<file path="src/rtl/npc_pkg.sv">
package npc_pkg;

    localparam int XLEN     = 32;
    localparam int DISP_W   = 16;
    localparam int JFIELD_W = 26;
    localparam int KIND_W   = 3;
    localparam int INSN_BYTES = 4;
    localparam int ALIGN_W  = $clog2(INSN_BYTES);
    localparam int REGION_W = XLEN - JFIELD_W - ALIGN_W;

    typedef logic [XLEN-1:0] addr_t;

    typedef enum logic [KIND_W-1:0] {
        FLOW_SEQ   = 3'd0,
        FLOW_BEQ   = 3'd1,
        FLOW_BNE   = 3'd2,
        FLOW_JUMP  = 3'd3,
        FLOW_JLINK = 3'd4,
        FLOW_JREG  = 3'd5
    } flow_e;

    typedef struct packed {
        addr_t seq;
        addr_t branch;
        addr_t jump;
    } target_set_t;

    typedef struct packed {
        addr_t nxt;
        logic  redirect;
        logic  link_we;
        logic  misalign;
    } pick_t;

    function automatic addr_t scale_disp(input logic [DISP_W-1:0] d);
        addr_t ext;
        ext = {{(XLEN-DISP_W){d[DISP_W-1]}}, d};
        return ext << ALIGN_W;
    endfunction

    function automatic addr_t compose_jump(input addr_t incr,
                                           input logic [JFIELD_W-1:0] f);
        return {incr[XLEN-1 -: REGION_W], f, {ALIGN_W{1'b0}}};
    endfunction

endpackage

</file>
<file path="src/rtl/npc_target_gen.sv">
module npc_target_gen
    import npc_pkg::*;
(
    input  addr_t                 pc_cur,
    input  logic [DISP_W-1:0]     disp,
    input  logic [JFIELD_W-1:0]   jfield,
    output target_set_t           tgt
);
    localparam addr_t STEP = addr_t'(INSN_BYTES);

    addr_t incr;

    always_comb begin
        incr       = pc_cur + STEP;
        tgt.seq    = incr;
        tgt.branch = incr + scale_disp(disp);
        tgt.jump   = compose_jump(incr, jfield);
    end
endmodule

</file>
<file path="src/rtl/npc_cond_eval.sv">
module npc_cond_eval
    import npc_pkg::*;
#(
    parameter bit XOR_TREE = 1'b1
)(
    input  logic [KIND_W-1:0] kind,
    input  addr_t             a,
    input  addr_t             b,
    output logic              br_take
);
    logic same;

    generate
        if (XOR_TREE) begin : g_xor
            addr_t diff;
            always_comb begin
                diff = a ^ b;
                same = ~(|diff);
            end
        end else begin : g_cmp
            always_comb same = (a == b);
        end
    endgenerate

    always_comb begin
        unique case (kind)
            FLOW_BEQ: br_take = same;
            FLOW_BNE: br_take = ~same;
            default:  br_take = 1'b0;
        endcase
    end
endmodule

</file>
<file path="src/rtl/npc_select.sv">
module npc_select
    import npc_pkg::*;
(
    input  logic [KIND_W-1:0] kind,
    input  target_set_t       tgt,
    input  logic              br_take,
    input  addr_t             jreg,
    output pick_t             pick
);
    always_comb begin
        pick.nxt      = tgt.seq;
        pick.redirect = 1'b0;
        pick.link_we  = 1'b0;
        pick.misalign = 1'b0;
        case (kind)
            FLOW_BEQ, FLOW_BNE: begin
                if (br_take) begin
                    pick.nxt      = tgt.branch;
                    pick.redirect = 1'b1;
                end
            end
            FLOW_JUMP: begin
                pick.nxt      = tgt.jump;
                pick.redirect = 1'b1;
            end
            FLOW_JLINK: begin
                pick.nxt      = tgt.jump;
                pick.redirect = 1'b1;
                pick.link_we  = 1'b1;
            end
            FLOW_JREG: begin
                pick.nxt      = jreg;
                pick.redirect = 1'b1;
                pick.misalign = |jreg[ALIGN_W-1:0];
            end
            default: ;
        endcase
    end
endmodule

</file>
<file path="src/rtl/pc_sequencer.sv">
module pc_sequencer
    import npc_pkg::*;
#(
    parameter logic [31:0] RESET_PC = 32'h0040_0000,
    parameter bit          XOR_TREE = 1'b1
)(
    input  logic                clk,
    input  logic                rst,
    input  logic                adv_en,
    input  logic [2:0]          flow_kind,
    input  logic [15:0]         br_disp,
    input  logic [25:0]         jmp_field,
    input  logic [31:0]         opnd_a,
    input  logic [31:0]         opnd_b,
    input  logic [31:0]         jreg_val,
    output logic [31:0]         pc_q,
    output logic [31:0]         next_pc,
    output logic                redirect,
    output logic [31:0]         link_addr,
    output logic                link_we,
    output logic                misalign
);
    target_set_t tgt;
    logic        br_take;
    pick_t       pick;

    npc_target_gen u_tgt (
        .pc_cur (pc_q),
        .disp   (br_disp),
        .jfield (jmp_field),
        .tgt    (tgt)
    );

    npc_cond_eval #(.XOR_TREE(XOR_TREE)) u_cond (
        .kind    (flow_kind),
        .a       (opnd_a),
        .b       (opnd_b),
        .br_take (br_take)
    );

    npc_select u_sel (
        .kind    (flow_kind),
        .tgt     (tgt),
        .br_take (br_take),
        .jreg    (jreg_val),
        .pick    (pick)
    );

    always_ff @(posedge clk) begin
        if (rst)
            pc_q <= RESET_PC;
        else if (adv_en)
            pc_q <= pick.nxt;
    end

    assign next_pc   = pick.nxt;
    assign redirect  = pick.redirect;
    assign link_we   = pick.link_we;
    assign misalign  = pick.misalign;
    assign link_addr = tgt.seq;
endmodule

</file>
<file path="config.mk">
export PLATFORM = sky130hd
export DESIGN_NAME = pc_sequencer
export DESIGN_NICKNAME = d
export VERILOG_FILES = /design/src/rtl/npc_pkg.sv /design/src/rtl/npc_target_gen.sv /design/src/rtl/npc_cond_eval.sv /design/src/rtl/npc_select.sv /design/src/rtl/pc_sequencer.sv
export SDC_FILE = /design/constraint.sdc
export NUM_CORES = 1
export LEC_CHECK = 0
export ABC_AREA = 1
export BUFFER_PORTS_ARGS = -buffer_cell sky130_fd_sc_hd__buf_2
export CAP_MARGIN = 20
export CORE_ASPECT_RATIO = 0.7
export CORE_MARGIN = 2
export CORE_UTILIZATION = 53
export DETAILED_ROUTE_END_ITERATION = 12
export PLACE_DENSITY = 0.95
export SYNTH_ARGS = -nofsm -noshare
export SYNTH_HDL_FRONTEND = slang
export SYNTH_SLANG_ARGS = --single-unit
</file>
<file path="constraint.sdc">
create_clock -name clk -period 8.3 [get_ports clk]
set_clock_uncertainty 0.05 [all_clocks]
set_input_delay 2.49 -clock clk [delete_from_list [all_inputs] [get_ports clk]]
set_output_delay 2.49 -clock clk [all_outputs]
set_load 0.005 [all_outputs]
</file>
==> results_tabular.tex, run 1 <==
\begin{tabular}{lr}
\hline
Metric & Value \\
\hline
\multicolumn{2}{l}{\textbf{Floorplan}} \\
Ports placed on the boundary & 243 \\
Core area & 0.0102 sq mm \\
Die span in x & 126 um \\
Chip height & 89.3 um \\
Initial cell density of the core & 53.8\% \\
Total Die Area & 0.0112 sq mm \\
Row Count & 31 \\
\multicolumn{2}{l}{\textbf{STA}} \\
Final Hold Violating Endpoints & 0 \\
Slew HR & 50.9\% \\
Slew at the pin with the worst max-slew slack & 0.732 ns \\
Number of failing setup endpoints in the final timing report & 0 \\
Final Slew Violations & 0 \\
Fin crit share & 87.2\% \\
Final critical delay including setup and external delays & 7.24 ns \\
Unrepaired setup endpoints after global routing & false \\
Peak clock frequency supported by timing & 138 MHz \\
Final sum of negative setup slack & 0 ns \\
\multicolumn{2}{l}{\textbf{Setup path}} \\
Maximum fanout encountered on the critical timing path & 4 \\
Largest stage delay on the critical path & 0.39 ns \\
Worst path bufs/invs & 4 \\
Number of logic stages on the critical path including buffering & 17 \\
Data required time of the critical path & 5.76 ns \\
Cell with the most instances on the worst path & nand2\_1 \\
Type of the setup path with the least slack & input port to output port \\
Startpoint Class & input port \\
Standard cell with the maximum stage delay on the critical path & fa\_1 \\
Sequence of cells on the critical path & buf\_2, ha\_1, inv\_1, fa\_1, inv\_1, nand2\_1, o21ai\_1, nand2\_1, nand2\_1, nand2\_1, nand2\_1, nand2\_1, a21boi\_0, o21ai\_2, nand2\_1, nand3\_1, buf\_2 \\
Arrival @ worst endpoint & 4.70 ns \\
Slack of the worst reg-to-reg path & 4.40 ns \\
Cell class contributing the biggest share of worst-path delay & simple AND/OR/NAND/NOR gates \\
Crit Reg-Reg Endpoint & pc\_q[19]\$\_SDFFE\_PP0P\_ \\
Capturing element type of the critical path & output port \\
Worst reg2reg path depth & 21 \\
Launch point of the worst reg-to-reg path & pc\_q[2]\$\_SDFFE\_PP0P\_ \\
\multicolumn{2}{l}{\textbf{Detailed routing}} \\
Detailed-route via count & 7392 \\
Post-route DRC violation count & 0 \\
Via count normalized by instance count & 5.46 \\
Detailed-route wire length per cell & 15.9 um \\
Detailed-routing iteration count for the pre-antenna-repair pass & 7 \\
Number of violations reported at the end of detailed-routing iteration 0 & 1058 \\
Remaining number of nets flagged by the antenna check after routing & 0 \\
Final routed wirelength across all metal layers & 21500 um \\
\multicolumn{2}{l}{\textbf{Clocking}} \\
Clock buffer depth & 2 \\
Sinks on Clock Net & 32 \\
Clock Pin Slew Worst Setup and Hold Paths & 0.05 ns \\
Total setup buffers inserted after CTS & 0 \\
Clock insertion delay at the later pin of the skew report & 0.28 ns \\
Root buffer cell & clkbuf\_16 \\
Hold buffer count at CTS & 0 \\
Clock buffers created by TritonCTS & 5 \\
Resize count post-CTS & 0 \\
Htree depth & 2 \\
TritonCTS clock tree & yes \\
\multicolumn{2}{l}{\textbf{Yosys}} \\
Sequential area share after synthesis & 11.6\% \\
Fraction of synthesized cell area taken by the top area cell type & 20.6\% \\
Syn. warnings & 0 \\
Syn\_nets & 1172 \\
Average cell area after synthesis & 5.55 sq um \\
Gate Count Post-Synth & 993 \\
Dominant combinational cell family by area after synthesis & simple AND/OR/NAND/NOR gates \\
Distinct cell type count after synthesis & 44 \\
Synthesized-area fraction occupied by ao, oa, aoi and oai cells & 15.4\% \\
Mux cell area share after synthesis & 0\% \\
Cell types with the highest counts after synthesis & nand2\_1, inv\_1, nor2\_1, nand3\_1, a21oi\_1 \\
Post-synthesis instance area & 0.00551 sq mm \\
Ys flop type & dfxtp\_1 \\
Top area cells in the synthesized netlist & nand2\_1, dfxtp\_1, inv\_1 \\
Leading cell type by number of instances after synthesis & nand2\_1 \\
Flops \& latches, synth & 32 \\
Leading area contributor after synthesis & nand2\_1 \\
Simple-gate share of the synthesized area & 44.0\% \\
Adder-cell area share of the yosys netlist & 8.08\% \\
Number of enable-type register cells in the synthesized netlist & 0 \\
Fraction of registers with async set/reset & 0\% \\
Xor and xnor area share after synthesis & 7.95\% \\
\multicolumn{2}{l}{\textbf{Cells and area}} \\
Area of combinational cells with multiple inputs & 0.00416 sq mm \\
Antenna diode count & 0 \\
Reg with most FFs & pc\_q \\
Sequential cell area & 641 sq um \\
Ratio of cells with drive above 1 in the final layout & 23.6\% \\
Largest register FFs & 32 \\
Biggest registers after layout & pc\_q (32) \\
Filler cells & 966 \\
Area Growth Syn to Fin & 26.7\% \\
Fin nets & 1400 \\
\multicolumn{2}{l}{\textbf{Hold path}} \\
Worst Hold Depth & 4 \\
Type of the most critical hold path & flip-flop to flip-flop \\
End of the worst hold path & pc\_q[1]\$\_SDFFE\_PP0P\_ \\
Hold Path Origin & pc\_q[1]\$\_SDFFE\_PP0P\_ \\
\multicolumn{2}{l}{\textbf{Global routing}} \\
Number of antenna violations at the first check in global routing & 0 \\
Vias in the first global route & 6355 \\
Maximum number of pins on one net before global-route repair & 41 \\
Total global routing overflow & 0 \\
Total routing usage reported by global routing & 37.1\% \\
Global-route wire length before repair & 33100 um \\
\multicolumn{2}{l}{\textbf{Place}} \\
Quantity of I/O buffers inserted on ports & 242 \\
Gpl congestion & 1.01 \\
Post-detailed-placement half-perimeter wirelength & 17800 um \\
\multicolumn{2}{l}{\textbf{Power and ir drop}} \\
Total design power & 0.846 mW \\
Worst supply voltage drop on vdd & 0.0699 mV \\
Static leakage & 3.98 nW \\
Power density normalized to cell area & 121 mW/mm\^{}2 \\
\multicolumn{2}{l}{\textbf{Flow run}} \\
Number of max-capacitance violations reported & 0 \\
\multicolumn{2}{l}{\textbf{Outcome}} \\
Result of the run & complete, no violations \\
\hline
\end{tabular}
[where the power goes]
group | total (mW) | switching (mW) | internal, mW
clock | 0.222 | 0.0645 | 0.158
combinational | 0.439 | 0.273 | 0.166
sequential | 0.185 | 0.0177 | 0.167
[layout by cell type (no fill, tap or decap), types with 22 or more instances in the layout]
master	netlist	layout
nand2_1	302	302
inv_1	149	149
a22oi_1	24	24
xnor2_1	24	24
ha_1	34	34
dfxtp_1	32	32
xor2_1	26	26
o21ai_0	23	22
buf_2	4	242
nand3_1	66	66
nor2_1	121	120
a21oi_1	49	49
[stage by stage]
| stage | cells | hold slack [ns] | area, sq um | setup WS (ns) | utilization (%) |
|---|---|---|---|---|---|
| 2_1_floorplan | 993 | 0.502 | 5510 | 1.61 | - |
| 3_3_place_gp | 1345 | 0.509 | 6770 | 1.17 | 66.1 |
| 3_5_place_dp | 1345 | 0.528 | 6770 | 1.10 | 66.1 |
| 4_1_cts | 1353 | 0.542 | 6960 | 1.10 | 67.9 |
| 5_1_grt | 1354 | 0.584 | 6980 | 0.861 | 68.2 |
| 6_report | 1354 | 0.547 | 6980 | 1.06 | 68.2 |
[layout make-up]
type	count	area share (%)
Multi-Input combinational cell	784	59.6
Clock buffer	7	2.19
Clock inverter	1	0.430
Inverter	152	8.17
Timing Repair Buffer	246	18.1
Sequential cell	32	9.17
Tap cell	132	2.37
[worst min-delay path, cell delays in order (launching register included)]
cell and delay [ns]:
dfxtp_1 0.32, inv_1 0.07, a21oi_1 0.06, o21ai_0 0.07, inv_1 0.04
[cells by family (layout without fill, tap and decap cells)]
group                    count (synthesis)  count (layout)
AO/OA/AOI/OAI                          141             141
flip-flops                              32              32
AND/OR/NAND/NOR                        558             558
XOR/XNOR                                50              50
adder cells (fa/ha/maj)                 35              35
buffers and inverters                  177             406
[routing by layer]
layer	track usage, %	wire (um)	part of all wire (%)	vias up
li1	-	-	-	3627
met5	0	0	0	-
met3	8.92	3060	14	29
met1	55.0	9500	44	3289
met2	54.8	8690	40	447
met4	6.39	264	1.2	0
[worst max-delay path by stage]
stage	start	to
2_1_floorplan	br_disp[0]	next_pc[20]
3_3_place_gp	br_disp[0]	next_pc[20]
3_5_place_dp	br_disp[0]	next_pc[20]
4_1_cts	br_disp[0]	next_pc[20]
5_1_grt	br_disp[0]	next_pc[28]
6_report	br_disp[0]	next_pc[20]
Note: power is estimated with default switching activity, not from simulation.
==> inputs of run 2 (changes only) <==
--- a/config.mk
+++ b/config.mk
@@ -8,9 +8,11 @@
 export ABC_AREA = 1
 export BUFFER_PORTS_ARGS = -buffer_cell sky130_fd_sc_hd__buf_2
 export CAP_MARGIN = 20
+export CELL_PAD_IN_SITES_DETAIL_PLACEMENT = 1
+export CELL_PAD_IN_SITES_GLOBAL_PLACEMENT = 2
 export CORE_ASPECT_RATIO = 0.7
 export CORE_MARGIN = 2
-export CORE_UTILIZATION = 53
+export CORE_UTILIZATION = 25
 export DETAILED_ROUTE_END_ITERATION = 12
 export PLACE_DENSITY = 0.95
 export SYNTH_ARGS = -nofsm -noshare
==> results_tabular.tex, run 2 (same netlist as run 1, synthesis figures left out) <==
\begin{tabular}{lr}
\hline
Metric & Value \\
\hline
\multicolumn{2}{l}{\textbf{Clocking}} \\
Hold buffer count at CTS & 0 (unchanged) \\
Htree depth & 2 (unchanged) \\
TritonCTS clock tree & yes (unchanged) \\
Root buffer cell & clkbuf\_16 (unchanged) \\
Total setup buffers inserted after CTS & 0 (unchanged) \\
Sinks on Clock Net & 32 (unchanged) \\
Clock buffers created by TritonCTS & 5 (unchanged) \\
Clock insertion delay at the later pin of the skew report & 0.28 ns (about the same) \\
Clock buffer depth & 2 (unchanged) \\
Resize count post-CTS & 0 (unchanged) \\
Clock Pin Slew Worst Setup and Hold Paths & 0.05 ns (about the same) \\
\multicolumn{2}{l}{\textbf{Place}} \\
Number of instances in the placed design & 1496 (was 1345) \\
Post-detailed-placement half-perimeter wirelength & 22700 um (was 17800 um) \\
Worst slack at placement & 1.02 ns (was 1.10 ns) \\
Area post-placement & 0.00697 sq mm (was 0.00677 sq mm) \\
Quantity of I/O buffers inserted on ports & 242 (unchanged) \\
Gpl congestion & 0.894 (was 1.01) \\
\multicolumn{2}{l}{\textbf{Power and ir drop}} \\
Switching share of power & 44.1\% (was 42.0\%) \\
Power Internal & 0.473 mW (was 0.491 mW) \\
Worst supply voltage drop on vdd & 0.109 mV (was 0.0699 mV) \\
Part of the power in the clock network & 25.2\% (was 26.3\%) \\
Power density normalized to cell area & 119 mW/mm\^{}2 (was 121 mW/mm\^{}2) \\
Static leakage & 3.97 nW (was 3.98 nW) \\
Share of power burned in registers & 21.8\% (about the same) \\
Fraction of power consumed by combinational cells & 53.0\% (was 51.9\%) \\
Sw power & 0.373 mW (was 0.355 mW) \\
\multicolumn{2}{l}{\textbf{Cells and area}} \\
Commonest non-fill, non-tap cell in the layout & nand2\_1 (unchanged) \\
Largest register FFs & 32 (unchanged) \\
Biggest registers after layout & pc\_q (32) (unchanged) \\
Most frequent cells in the layout & nand2\_1, buf\_2, inv\_1, nor2\_1, nand3\_1 (unchanged) \\
Antenna diode count & 0 (unchanged) \\
Reg with most FFs & pc\_q (unchanged) \\
Design area & 0.00713 sq mm (was 0.00698 sq mm) \\
Ratio of cells with drive above 1 in the final layout & 23.6\% (about the same) \\
Area Growth Syn to Fin & 29.4\% (was 26.7\%) \\
Final std cells w/o fill & 1504 (was 1354) \\
Fin nets & 1400 (unchanged) \\
\multicolumn{2}{l}{\textbf{Setup path}} \\
Type of the setup path with the least slack & input port to output port (unchanged) \\
Crit Reg-Reg Endpoint & pc\_q[31]\$\_SDFFE\_PP0P\_ (was pc\_q[19]\$\_SDFFE\_PP0P\_) \\
Maximum fanout encountered on the critical timing path & 4 (unchanged) \\
Startpoint Class & input port (unchanged) \\
Launch point of the worst reg-to-reg path & pc\_q[2]\$\_SDFFE\_PP0P\_ (unchanged) \\
Slack of the worst reg-to-reg path & 4.33 ns (was 4.40 ns) \\
Capturing element type of the critical path & output port (unchanged) \\
Arrival @ worst endpoint & 4.74 ns (was 4.70 ns) \\
Data required time of the critical path & 5.76 ns (about the same) \\
Worst reg2reg path depth & 21 (unchanged) \\
\multicolumn{2}{l}{\textbf{STA}} \\
Number of failing setup endpoints in the final timing report & 0 (unchanged) \\
Slew HR & 51.3\% (was 50.9\%) \\
Final Hold Violating Endpoints & 0 (unchanged) \\
Unrepaired setup endpoints after global routing & false (unchanged) \\
Final Slew Violations & 0 (unchanged) \\
Slew at the pin with the worst max-slew slack & 0.725 ns (was 0.732 ns) \\
Final sum of negative setup slack & 0 ns (unchanged) \\
Final critical delay including setup and external delays & 7.28 ns (was 7.24 ns) \\
Fin crit share & 87.7\% (was 87.2\%) \\
Peak clock frequency supported by timing & 137 MHz (was 138 MHz) \\
Worst Slack Setup Final & 1.02 ns (was 1.06 ns) \\
Worst Hold Slack & 0.533 ns (was 0.547 ns) \\
\multicolumn{2}{l}{\textbf{Floorplan}} \\
Initial cell density of the core & 25.4\% (was 53.8\%) \\
Die span in x & 181 um (was 126 um) \\
Row Count & 45 (was 31) \\
Total Die Area & 0.0233 sq mm (was 0.0112 sq mm) \\
Chip height & 128 um (was 89.3 um) \\
Core area & 0.0217 sq mm (was 0.0102 sq mm) \\
Ports placed on the boundary & 243 (unchanged) \\
\multicolumn{2}{l}{\textbf{Global routing}} \\
Total routing usage reported by global routing & 22.4\% (was 37.1\%) \\
Number of antenna violations at the first check in global routing & 0 (unchanged) \\
Maximum number of pins on one net before global-route repair & 37 (was 41) \\
Total global routing overflow & 0 (unchanged) \\
Global-route wire length before repair & 40500 um (was 33100 um) \\
Vias in the first global route & 7139 (was 6355) \\
\multicolumn{2}{l}{\textbf{Detailed routing}} \\
Metal-1 WL & 13600 um (was 9500 um) \\
Final routed wirelength across all metal layers & 26400 um (was 21500 um) \\
Remaining number of nets flagged by the antenna check after routing & 0 (unchanged) \\
Detailed-route wire length per cell & 17.6 um (was 15.9 um) \\
Post-route DRC violation count & 0 (unchanged) \\
Highest metal layer used by the detailed router & met4 (unchanged) \\
Via count normalized by instance count & 4.87 (was 5.46) \\
Detailed-routed wire length on met3 & 1350 um (was 3060 um) \\
Number of violations reported at the end of detailed-routing iteration 0 & 501 (was 1058) \\
Detailed-routing iteration count for the pre-antenna-repair pass & 5 (was 7) \\
Detailed-route via count & 7317 (was 7392) \\
WL met2 & 11100 um (was 8690 um) \\
\multicolumn{2}{l}{\textbf{Hold path}} \\
Worst Hold Depth & 4 (unchanged) \\
Type of the most critical hold path & flip-flop to flip-flop (unchanged) \\
End of the worst hold path & pc\_q[1]\$\_SDFFE\_PP0P\_ (unchanged) \\
Hold Path Origin & pc\_q[1]\$\_SDFFE\_PP0P\_ (unchanged) \\
\multicolumn{2}{l}{\textbf{Flow run}} \\
Number of max-capacitance violations reported & 0 (unchanged) \\
\multicolumn{2}{l}{\textbf{Outcome}} \\
Result of the run & complete, no violations (unchanged) \\
\hline
\end{tabular}
-- run 2: worst max-delay path: stages --
cell and delay (ns):
buf_2 0.08, ha_1 0.15, inv_1 0.05, fa_1 0.38, inv_1 0.06, nand2_1 0.06
o21ai_1 0.29, nand2_1 0.08, nand2_1 0.13, nand2_1 0.07, nand2_1 0.17, nand2_1 0.10
a21boi_1 0.19, o21ai_2 0.06, nand2_1 0.09, nand3_1 0.11, buf_2 0.16
-- run 2: power by group through the flow --
stage	combinational (mW)	sequential [mW]	clock, mW
floorplan	0.258	0.184	0
global placement	0.434	0.187	0
detailed placement	0.442	0.187	0
CTS	0.444	0.184	0.217
global route	0.499	0.187	0.224
finish	0.448	0.185	0.213
-- run 2: per-layer routing --
metal / vias to the layer above / GRT usage [%]
met5: - / 0
met4: 0 / 3.83
met3: 27 / 2.93
met2: 193 / 35.0
met1: 3475 / 33.1
li1: 3622 / -
-- run 2: stage by stage --
stage	utilization (%)	power [mW]
after global placement	32.1	0.621
final	32.9	0.846
after floorplan	-	0.442
after global routing	32.9	0.910
after detailed placement	32.1	0.629
after CTS	32.9	0.846
-- run 2: worst max-delay path by stage --
stage                        endpoint        from  slack, ns
final                     next_pc[16]  br_disp[0]       1.02
after global routing      next_pc[20]  br_disp[0]       0.76
after CTS                 next_pc[16]  br_disp[0]       1.02
after detailed placement  next_pc[16]  br_disp[0]       1.02
after global placement    next_pc[16]  br_disp[0]       1.06
after floorplan           next_pc[20]  br_disp[0]       1.61
-- run 2: area by class of cell --
cell class	count	area, sq um
Clock inverter	2	35.0
Multi-Input combinational cell	784	4160
Sequential cell	32	641
Fill cell	2962	14500
Clock buffer	6	129
Inverter	152	571
Timing Repair Buffer	246	1240
Tap cell	282	353
